===== src/rtl/fan_pwm_pkg.sv =====
`timescale 1ns/1ps
package fan_pwm_pkg;
   // byte offsets of the two words; software depends on these
   localparam int unsigned CTL_OFS  = 0;
   localparam int unsigned RPM_OFS  = 4;
   // field positions inside the control word
   localparam int unsigned EN_BIT   = 0;
   localparam int unsigned MODE_BIT = 1;
   localparam int unsigned DUTY_LSB = 16;

   typedef enum logic [1:0] {
      SEL_NONE,
      SEL_CTL,
      SEL_RPM
   } reg_sel_e;
endpackage


===== src/rtl/fan_pwm_regs.sv =====
`timescale 1ns/1ps
module fan_pwm_regs
   import fan_pwm_pkg::*;
#(
   parameter int unsigned DATA_W    = 32,
   parameter int unsigned ADDR_W    = 8,
   parameter int unsigned DUTY_W    = 8,
   parameter int unsigned RPM_W     = 16,
   parameter int unsigned RPM_RESET = 4000
) (
   input  logic              clk,
   input  logic              rst_n,
   input  logic [ADDR_W-1:0] addr_i,
   input  logic              wen_i,
   input  logic [DATA_W-1:0] wdata_i,
   output logic [DATA_W-1:0] rdata_o,
   output logic              run_o,
   output logic [DUTY_W-1:0] duty_o
);
   reg_sel_e          sel;
   logic              mode_q;
   logic [RPM_W-1:0]  rpm_q;
   logic              unused_wbits;

   // exact match: misaligned or foreign addresses select nothing
   always_comb begin
      if (addr_i == ADDR_W'(CTL_OFS))      sel = SEL_CTL;
      else if (addr_i == ADDR_W'(RPM_OFS)) sel = SEL_RPM;
      else                                 sel = SEL_NONE;
   end

   always_ff @(posedge clk or negedge rst_n) begin
      if (!rst_n) begin
         run_o  <= 1'b0;
         mode_q <= 1'b0;
         duty_o <= '0;
         rpm_q  <= RPM_W'(RPM_RESET);
      end else if (wen_i) begin
         case (sel)
            SEL_CTL: begin
               run_o  <= wdata_i[EN_BIT];
               mode_q <= wdata_i[MODE_BIT];
               duty_o <= wdata_i[DUTY_LSB +: DUTY_W];
            end
            SEL_RPM: rpm_q <= wdata_i[RPM_W-1:0];
            default: ;
         endcase
      end
   end

   always_comb begin
      rdata_o = '0;
      case (sel)
         SEL_CTL: begin
            rdata_o[EN_BIT]               = run_o;
            rdata_o[MODE_BIT]             = mode_q;
            rdata_o[DUTY_LSB +: DUTY_W]   = duty_o;
         end
         SEL_RPM: rdata_o[RPM_W-1:0] = rpm_q;
         default: ;
      endcase
   end

   // bits outside the mapped fields are discarded on write
   assign unused_wbits = ^wdata_i;
endmodule


===== src/rtl/fan_pwm_timebase.sv =====
`timescale 1ns/1ps
module fan_pwm_timebase #(
   parameter int unsigned CLKS_PER_STEP = 4,
   parameter int unsigned DUTY_W        = 8
) (
   input  logic              clk,
   input  logic              rst_n,
   input  logic              run_i,
   output logic [DUTY_W-1:0] step_o
);
   localparam int unsigned STEPS = (1 << DUTY_W) - 1;

   logic tick;

   generate
      if (CLKS_PER_STEP == 1) begin : g_direct
         assign tick = run_i;
      end else begin : g_prescale
         localparam int unsigned PW = $clog2(CLKS_PER_STEP);
         logic [PW-1:0] pre_q;
         logic          pre_last;

         assign pre_last = (pre_q == PW'(CLKS_PER_STEP - 1));
         assign tick     = run_i && pre_last;

         always_ff @(posedge clk or negedge rst_n) begin
            if (!rst_n)        pre_q <= '0;
            else if (!run_i)   pre_q <= '0;
            else if (pre_last) pre_q <= '0;
            else               pre_q <= pre_q + 1'b1;
         end
      end
   endgenerate

   // position is dropped whenever the generator is stopped
   always_ff @(posedge clk or negedge rst_n) begin
      if (!rst_n)      step_o <= '0;
      else if (!run_i) step_o <= '0;
      else if (tick)   step_o <= (step_o == DUTY_W'(STEPS - 1)) ? '0 : step_o + 1'b1;
   end
endmodule


===== src/rtl/fan_pwm_cmp.sv =====
`timescale 1ns/1ps
module fan_pwm_cmp #(
   parameter int unsigned DUTY_W = 8
) (
   input  logic              run_i,
   input  logic [DUTY_W-1:0] step_i,
   input  logic [DUTY_W-1:0] duty_i,
   output logic              pwm_o
);
   // step never reaches all-ones, so full-scale duty is a steady high
   assign pwm_o = run_i && (step_i < duty_i);
endmodule


===== src/rtl/fan_pwm_ctrl.sv =====
`timescale 1ns/1ps
module fan_pwm_ctrl
   import fan_pwm_pkg::*;
#(
   parameter int unsigned DATA_W        = 32,
   parameter int unsigned ADDR_W        = 8,
   parameter int unsigned DUTY_W        = 8,
   parameter int unsigned RPM_W         = 16,
   parameter int unsigned RPM_RESET     = 4000,
   parameter int unsigned CLK_HZ        = 100_000_000,
   parameter int unsigned PERIOD_MS     = 40,
   parameter int unsigned CLKS_PER_STEP = (CLK_HZ / 1000 * PERIOD_MS) / ((1 << DUTY_W) - 1)
) (
   input  logic              clk,
   input  logic              rst_n,
   input  logic [ADDR_W-1:0] bus_addr,
   input  logic              bus_wen,
   input  logic [DATA_W-1:0] bus_wdata,
   output logic [DATA_W-1:0] bus_rdata,
   output logic              pwm_out
);
   // elaboration-time parameter checks
   generate
      if (ADDR_W < 3) begin : g_bad_addr
         $error("ADDR_W must cover offset 0x4");
      end
      if (DUTY_W < 2 || DUTY_W > 8) begin : g_bad_duty
         $error("DUTY_W must be 2..8");
      end
      if (DATA_W > 32 || DUTY_LSB + DUTY_W > DATA_W || RPM_W > DATA_W) begin : g_bad_data
         $error("fields do not fit DATA_W");
      end
      if (64'(RPM_RESET) >= (64'd1 << RPM_W)) begin : g_bad_rpm
         $error("RPM_RESET exceeds RPM_W");
      end
      if (CLKS_PER_STEP < 1) begin : g_bad_step
         $error("CLKS_PER_STEP must be at least 1");
      end
   endgenerate

   logic              ctl_en;
   logic [DUTY_W-1:0] ctl_duty;
   logic [DUTY_W-1:0] step_cnt;

   fan_pwm_regs #(
      .DATA_W   (DATA_W),
      .ADDR_W   (ADDR_W),
      .DUTY_W   (DUTY_W),
      .RPM_W    (RPM_W),
      .RPM_RESET(RPM_RESET)
   ) u_regs (
      .clk    (clk),
      .rst_n  (rst_n),
      .addr_i (bus_addr),
      .wen_i  (bus_wen),
      .wdata_i(bus_wdata),
      .rdata_o(bus_rdata),
      .run_o  (ctl_en),
      .duty_o (ctl_duty)
   );

   fan_pwm_timebase #(
      .CLKS_PER_STEP(CLKS_PER_STEP),
      .DUTY_W       (DUTY_W)
   ) u_time (
      .clk   (clk),
      .rst_n (rst_n),
      .run_i (ctl_en),
      .step_o(step_cnt)
   );

   fan_pwm_cmp #(
      .DUTY_W(DUTY_W)
   ) u_cmp (
      .run_i (ctl_en),
      .step_i(step_cnt),
      .duty_i(ctl_duty),
      .pwm_o (pwm_out)
   );
endmodule


===== config.mk =====
export PLATFORM = sky130hd
export DESIGN_NAME = fan_pwm_ctrl
export DESIGN_NICKNAME = d
export VERILOG_FILES = /design/src/rtl/fan_pwm_pkg.sv /design/src/rtl/fan_pwm_regs.sv /design/src/rtl/fan_pwm_timebase.sv /design/src/rtl/fan_pwm_cmp.sv /design/src/rtl/fan_pwm_ctrl.sv
export SDC_FILE = /design/constraint.sdc
export NUM_CORES = 1
export LEC_CHECK = 0
export BUFFER_PORTS_ARGS = -buffer_cell sky130_fd_sc_hd__buf_2
export CAP_MARGIN = 20
export CORE_MARGIN = 2
export CORE_UTILIZATION = 47
export CTS_CLUSTER_SIZE = 25
export DETAILED_ROUTE_END_ITERATION = 12
export HOLD_SLACK_MARGIN = 0.15
export PLACE_DENSITY_LB_ADDON = 0.05
export SLEW_MARGIN = 20
export SYNTH_ARGS = -nofsm -noshare
export SYNTH_HDL_FRONTEND = slang
export SYNTH_HIERARCHICAL = 1
export SYNTH_SLANG_ARGS = --single-unit

===== constraint.sdc =====
create_clock -name clk -period 1.6 [get_ports clk]
set_input_delay 0.08 -clock clk [delete_from_list [all_inputs] [get_ports clk]]
set_output_delay 0.08 -clock clk [all_outputs]
set_load 0.05 [all_outputs]

=== After elaboration in Yosys (flattened, before gate mapping) ===
Cells that the tools add are included.

* Bitwise operators: 0
* Equality and inequality tests: 6
* Order comparisons: 1
* $mul: 0
* Mux-type cells: 10
* Shift operators: 0
* Divide/modulo/power cells: 0
* Reductions and logical operators: 5
* Add/sub/neg operators: 2

{| class="wikitable"
|+ Operators by type and width
! cell !! count
|-
| $mux 14 || 3
|-
| $mux 8 || 4
|-
| $add 14x1->14 const B || 1
|-
| $eq 14x14->1 const B || 1
|-
| $add 8x1->8 const B || 1
|-
| $eq 8x3->1 const B || 1
|-
| $eq 8x8->1 const B || 1
|-
| $logic_not 8->1 || 1
|-
| $lt 8x8->1 || 1
|-
| $mux 2 || 2
|-
| $pmux 2 s2 || 1
|-
| $reduce_and 2->1 || 2
|-
| $eq 2x1->1 const B || 1
|-
| $eq 2x2->1 const B || 1
|-
| $logic_and 1x1->1 || 2
|-
| $ne 2x1->1 const B || 1
|}

* Latch bits: 0
* Bits in registers: 48
* Memory bits (writable): 0
* ROM bits: 0
* Input bits: 43
* Output and inout port bits: 33
* Memories: 0

=== Depth between registers and ports, before layout ===
Gate-level depths: netlist of run 1.

* Depth in word-level cells: 5
* Mapped depth: 7
* Gate-level depth less buffers: 6

=== Cells and area by module ===
The synthesis of run 1 kept the hierarchy.

{| class="wikitable"
|+ Modules (own cells, without submodules)
! module !! area each (um^2) !! instances !! cells each
|-
| fan_pwm_regs || 1343.8 || 1 || 100
|-
| fan_pwm_timebase || 1216.2 || 1 || 122
|-
| fan_pwm_cmp || 183.9 || 1 || 26
|}

=== Least setup slack after synthesis of run 1 ===
Ideal clock, no wire load.

* Path kind: register to output
* Start point: register u_time.step_o[2]
* End point: output port pwm_out
* Path slack: -0.297 ns
* Required time: 1.520 ns
* Stages on the path, launching flop included: 5
* Arrival time: 1.817 ns
* Cells stage by stage: dfrtp_1 -> ha_1 -> a211oi_2 -> o21ai_1 -> a21oi_1

* Longest elaborated chain between the ends: 2

{| class="wikitable"
|+ RTL lines
! element !! line !! text
|-
| start: declaration || fan_pwm_timebase.sv:9 || <nowiki>output logic [DUTY_W-1:0] step_o</nowiki>
|-
| start signal: assignment || fan_pwm_timebase.sv:39 || <nowiki>else if (tick) step_o <= (step_o == DUTY_W'(STEPS - 1)) ? '0 : step_o + 1'b1;</nowiki>
|-
| $lt 8x8->1 || fan_pwm_cmp.sv:11 || <nowiki>assign pwm_o = run_i && (step_i < duty_i);</nowiki>
|-
| $logic_and 1x1->1 || fan_pwm_cmp.sv:11 ||
|-
| end: declaration || fan_pwm_ctrl.sv:20 || <nowiki>output logic pwm_out</nowiki>
|}

Every way passes these cells.

=== Worst setup path after layout of run 1 ===
* Start point: register u_time.step_o[4]
* End point: output port pwm_out

Same word-level chain as after synthesis.

==> impl_metrics.json, run 1 <==
{
  "cts_tree": "done",
  "ys_ff_latch": 48,
  "cts_buffer_depth": 2,
  "worstReg2RegEnd": "u_time/step_o[1]",
  "p_leak_uw": 0.00185,
  "ir_drop_uv": 358,
  "synth_compound_area_share_pct": 5.65,
  "synth_warnings": 6,
  "wl_per_cell_um": 13.6,
  "path_class": "reg2out",
  "start_kind": "flop",
  "cts.sinks": 48,
  "swShare_pct": 24.0,
  "mostFrequentLayoutCells": "39 x buf_2, 39 x dfrtp_1, 30 x buf_4",
  "via_count": 2162,
  "fin_worst_hold_slack_ps": 267,
  "fin_crit_sh_pct": 102,
  "drt-total-wl_um": 5960,
  "setup_viol": 1,
  "chipWidth_um": 80.4,
  "cp-endpoint": "pwm_out",
  "ys.flop_type": "dfrtp_1",
  "htree_levels": 2,
  "violations": "negative setup slack",
  "timing.reg2reg.setup_slack_ps": 20,
  "r2r-start": "u_time/g_prescale.pre_q[1]",
  "initial_utilization_pct": 49.2,
  "clkSlewWorstSetupHoldPaths_ps": 100,
  "r2r_cells": 6,
  "dieArea_um2": 6460,
  "syn_to_final_growth_pct": 41.5,
  "p_sw_uw": 587,
  "hold_viol": 0,
  "dr.pass1.iters": 4,
  "min_path_type": "in2async",
  "fin_nets": 418,
  "synth-simple-area-share_pct": 23.2,
  "drive_gt1_share_pct": 41.6,
  "via_per_inst": 4.95,
  "synth-xor-area-share_pct": 3.83,
  "yosys.area_share.adder_pct": 5.02,
  "p_int_uw": 1860,
  "grt_usage_pct": 18.9,
  "synthesis.area_um2": 2740,
  "p_seq_share_pct": 52.0,
  "hpwl_um": 3950,
  "cts_made_buffers": 5,
  "yosysSeqAreaShare_pct": 44.0,
  "slew_violations": 0,
  "grt_max_degree": 49,
  "grt-ovfl-total": 0,
  "worstSetupEndpointType": "primary output",
  "p_clk_share_pct": 36.3,
  "yosysUniqueCellTypes": 52,
  "required_ps": 1520,
  "core_area_um2": 5570,
  "synth_mux_area_share_pct": 12.8,
  "crit_fanout": 3,
  "antenna_found_initial": 0,
  "place_congestion": 0.772,
  "ant_nets": 0,
  "p_comb_share_pct": 11.7,
  "rsz0062_at_grt": "true",
  "synth_top_family_by_area": "simple AND/OR/NAND/NOR gates",
  "diodes": 0,
  "grt_pass1_vias": 2153,
  "startpoint": "u_time/step_o[4]",
  "synthArstFlopShare_pct": 100,
  "setup_ws_ps": -31.3,
  "numPortBuffers": 59,
  "p_per_area_nw_per_um2": 629,
  "num_io_pins": 76,
  "root_buffer": "clkbuf_8",
  "synth_edf_count": 0,
  "cp_data_arrival_time_ps": 1550,
  "syn_avg_cell_area_um2": 11.1,
  "synthCells": 248,
  "placed_area_um2": 3260,
  "maxCapViolCount": 0,
  "rows": 27,
  "drc_errors": 0,
  "min_period_ps": 1630,
  "chipHeight_um": 80.4,
  "fmax_mhz": 613,
  "drt_iter0_drc": 65,
  "status": "complete, but fails checks",
  "worstSkewPairLatency_ps": 310,
  "grt_first_pass_wirelength_um": 9440,
  "skew_ps": 6.58,
  "stdcell_area_um2": 3880
}
## cell usage after synthesis, types with 2 or more instances
cell type,instances,area share [%]
a21boi_1,2,0.55
a21oi_1,3,0.55
a31o_1,3,0.96
and2_1,24,5.5
and3_1,2,0.46
and4_1,3,0.96
and4b_1,2,0.73
buf_2,3,0.55
buf_4,9,2.5
buf_6,2,0.82
clkbuf_1,2,0.27
dfrtp_1,42,38
dfstp_2,6,5.7
ha_1,11,5.0
inv_1,9,1.2
mux2_1,10,4.1
mux2_2,6,2.5
mux2_4,10,5.5
mux2i_1,2,0.73
nand2_1,13,1.8
nand3_1,7,1.3
nand4_1,6,1.4
nor2_1,22,3.0
nor2b_1,2,0.46
nor3_1,2,0.36
nor4_1,3,0.68
nor4b_1,2,0.64
o21ai_0,5,0.91
or3_1,2,0.46
xnor2_1,6,1.9
xor2_1,6,1.9
## how the worst min path moves through the flow
stage,from,end,slack [ps],depth (start not counted)
CTS,rst_n,u_time/step_o[2],280,3
global route,rst_n,u_time/step_o[2],330,3
global placement,rst_n,u_time/step_o[1],90,2
finish,rst_n,u_time/step_o[2],270,3
floorplan,rst_n,u_regs/duty_o[0],-220,0
detailed placement,rst_n,u_time/step_o[1],90,2
## through the flow
stage	setup slack, ps	utilization [%]	power (uW)	std cells	setup TNS (ps)
after floorplan	-4.85	-	1420	255	-4.85
after global placement	-49.3	58.6	1520	394	-625
after detailed placement	-71.0	58.6	1520	394	-843
after CTS	-71.9	67.2	2480	432	-71.9
after global routing	-107	69.7	2560	437	-1050
final	-31.3	69.7	2440	437	-31.3
## worst max-delay path, stage by stage, from the launching register on
cell     delay, ps
dfrtp_1        430
ha_2           330
nand4_1        130
nor2_2         140
a21oi_2         60
buf_6          150
## power by group through the flow
| stage | clock network, uW | logic (uW) | registers (uW) |
|---|---|---|---|
| 2_1_floorplan | 0 | 137 | 1290 |
| 3_3_place_gp | 0 | 222 | 1290 |
| 3_5_place_dp | 0 | 227 | 1290 |
| 4_1_cts | 925 | 281 | 1270 |
| 5_1_grt | 973 | 313 | 1280 |
| 6_report | 888 | 286 | 1270 |
## flip-flops by register name, summed over array words and instances, names as in the netlist
| signal | flops |
|---|---|
| u_time/g_prescale.pre_q | 14 |
| u_time/step_o | 8 |
| u_regs/duty_o | 8 |
| u_regs/run_o | 1 |
| u_regs/rpm_q | 16 |
| u_regs/mode_q | 1 |
## timing repair
item | in CTS | in global routing
pin swaps | 6 | 5
endpoints found under the setup margin | 23 | 26
endpoints found under the hold margin | 74 | 0
gates resized for setup | 28 | 32
hold buffers | 25 | 0
setup buffers | 5 | 5
## cells by family (layout without fill, tap and decap cells)
family                     count (synthesis)  after routing
buffers and inverters                     25            135
AOI/OAI and AO/OA                         22             22
muxes                                     28             28
DFF                                       48             48
adders and majority gates                 11             11
xor gates and xnor gates                  12             12
and+or+nand+nor                          101            101
other                                      1              8
## area by class of cell
| class | instances | area [um2] |
|---|---|---|
| multi-input cells | 182 | 1480 |
| inverters | 9 | 33.8 |
| repair buffers | 118 | 956 |
| well taps | 72 | 90.1 |
| flip-flops and latches | 48 | 1210 |
| clock buffers | 5 | 68.8 |
| fillers | 413 | 1690 |
| clock inverters | 3 | 42.5 |
## metal layers
metal  routed length [um]  vias to the layer above  track usage (%)
met5                    0                        -                0
met4                  177                        0             9.15
met3                  247                       16             2.92
met2                 2950                       55             32.6
met1                 2590                     1008             23.1
li1                     -                     1083                -
(Power assumes the default switching activity.)
==> inputs of run 2 (changes only) <==
Settings changed: CORE_ASPECT_RATIO from default to 0.5.
==> run 2 against run 1 <==
Worst setup slack got worse by 58 ps. Cell area rose by 5.3%. Clock power rose by 20%. Register-to-register slack got worse by 90 ps. Global-route usage rose by 0.51 points. Worst hold slack improved by 32 ps. Core utilization rose by 3.9 points. The flow still finishes with violations (negative setup slack). Clock skew rose by 1.1 ps. First-iteration DRC count rose by 20%. Power rose by 8.3%. Routed wire length rose by 9.7%. Combinational power rose by 6%.
==> impl_metrics.json, run 2 (synthesized netlist as in run 1, its figures left out) <==
{
  "cp_cell_sequence": "ha_1, a211oi_2, o21ai_1, a21oi_2, buf_6",
  "status": "complete, but fails checks",
  "crit_fanout": 7,
  "required_ps": 1520,
  "cpMaxStageDelayCell": "dfrtp_2",
  "via_count": 2240,
  "worstSkewPairLatency_ps": 290,
  "worstSetupEndpointType": "primary output",
  "mostFrequentLayoutCells": "39 x dfrtp_1, 37 x buf_2, 25 x dlygate4sd3_1, 25 x buf_4",
  "chipHeight_um": 58.0,
  "grt_max_degree": 49,
  "grt_first_pass_wirelength_um": 10200,
  "slowest_delay_ps": 450,
  "rsz0062_at_grt": "true",
  "clkSlewWorstSetupHoldPaths_ps": 70,
  "p_seq_share_pct": 48.1,
  "fin_crit_sh_pct": 106,
  "fin_nets": 415,
  "r2r-start": "u_time/g_prescale.pre_q[7]",
  "numPortBuffers": 59,
  "start_kind": "flop",
  "p_clk_share_pct": 40.4,
  "cts_made_buffers": 5,
  "cts_buffer_depth": 2,
  "drc_errors": 0,
  "grt_pass1_vias": 2247,
  "min_path_type": "in2async",
  "startpoint": "u_time/step_o[3]",
  "place_congestion": 0.823,
  "path_class": "reg2out",
  "setup_ws_ps": -88.9,
  "p_sw_uw": 624,
  "p_comb_share_pct": 11.5,
  "chipWidth_um": 112,
  "cp_top_family": "compound AO/OA/AOI/OAI gates",
  "skew_ps": 7.67,
  "drive_gt1_share_pct": 47.0,
  "syn_to_final_growth_pct": 49.1,
  "largest_registers": "u_regs/rpm_q (16), u_time/g_prescale.pre_q (14)",
  "r2r_cells": 5,
  "slew_violations": 0,
  "ant_nets": 0,
  "drt_iter0_drc": 78,
  "cp_data_arrival_time_ps": 1610,
  "rows": 19,
  "critPathBufInv": 1,
  "dr.pass1.iters": 4,
  "root_buffer": "clkbuf_16",
  "drt-total-wl_um": 6540,
  "diodes": 0,
  "hpwl_um": 4090,
  "layout_commonest_cell": "dfrtp_1",
  "wl_per_cell_um": 15.0,
  "ir_drop_uv": 550,
  "violations": "negative setup slack",
  "fmax_mhz": 592,
  "grt-ovfl-total": 0,
  "cts_tree": "done",
  "stdcell_area_um2": 4090,
  "dp_cells": 395,
  "htree_levels": 2,
  "dieArea_um2": 6500,
  "top_register": "u_regs/rpm_q",
  "p_int_uw": 2020,
  "initial_utilization_pct": 49.3,
  "min_period_ps": 1690,
  "cts.sinks": 48,
  "antenna_found_initial": 0,
  "final_cells": 435,
  "num_io_pins": 76,
  "largest_reg_flops": 16,
  "core_area_um2": 5560,
  "grt_usage_pct": 19.4,
  "via_per_inst": 5.15,
  "hold_viol": 0,
  "fin_util_pct": 73.5,
  "placed_area_um2": 3250,
  "swShare_pct": 23.6,
  "maxCapViolCount": 0,
  "p_per_area_nw_per_um2": 647,
  "crit_cells": 5,
  "setup_viol": 27,
  "p_leak_uw": 0.00190
}
## run 2: layout make-up
cell class | instances | area, um2
Clock buffer | 7 | 143
Clock inverter | 1 | 7.51
Fill cell | 402 | 1470
Inverter | 9 | 33.8
Multi-Input combinational cell | 182 | 1600
Sequential cell | 48 | 1210
Tap cell | 73 | 91.3
Timing Repair Buffer | 115 | 1010
## run 2: worst paths after layout
path,to,slack (ps)
max in group asynchronous,u_regs/rpm_q[7],1020
setup / recovery,pwm_out,-90
hold / removal,u_time/g_prescale.pre_q[2],300
setup reg to reg,u_time/step_o[0],-70
min in group clk,u_regs/mode_q,300
hold reg to reg,u_regs/mode_q,490
## run 2: power by group through the flow
stage                     Sequential, uW  Combinational, uW  Clock [uW]
after global routing                1280                331        1150
after floorplan                     1290                137           0
after CTS                           1270                273        1090
after detailed placement            1290                223           0
final                               1270                303        1070
after global placement              1290                215           0
## run 2: worst register-to-register path: cells and delay by family (launching register included)
kind | cells | cell delay (ps)
and+or+nand+nor | 3 | 910
DFF | 1 | 410
buffers and inverters | 1 | 170
AOI/OAI and AO/OA | 1 | 110
## run 2: layer usage
| layer | global-route usage [%] | vias up | share of wire, % | wire, um |
|---|---|---|---|---|
| met5 | 0 | - | 0 | 0 |
| met4 | 3.66 | 0 | 0.79 | 52 |
| met3 | 4.60 | 7 | 4.7 | 305 |
| met2 | 34.3 | 48 | 49 | 3170 |
| met1 | 25.3 | 1101 | 46 | 3010 |
| li1 | - | 1084 | - | - |
## run 2: metrics by stage
step | setup TNS, ps | total power, uW | worst slack, ps | hold WS, ps
finish | -489 | 2650 | -88.9 | 300
global route | -3620 | 2760 | -197 | 302
CTS | -248 | 2640 | -91.2 | 298
detailed placement | -990 | 1520 | -58.5 | 89.4
global placement | -497 | 1510 | -29.8 | 83.3
floorplan | -4.85 | 1420 | -4.85 | -216
## run 2: what timing repair did
action	in CTS	in global routing
resized for setup	26	93
setup endpoints to repair	23	45
hold buffers	25	0
setup buffers	4	2
gates cloned	0	1
pin swaps	5	27
endpoints found under the hold margin	74	0
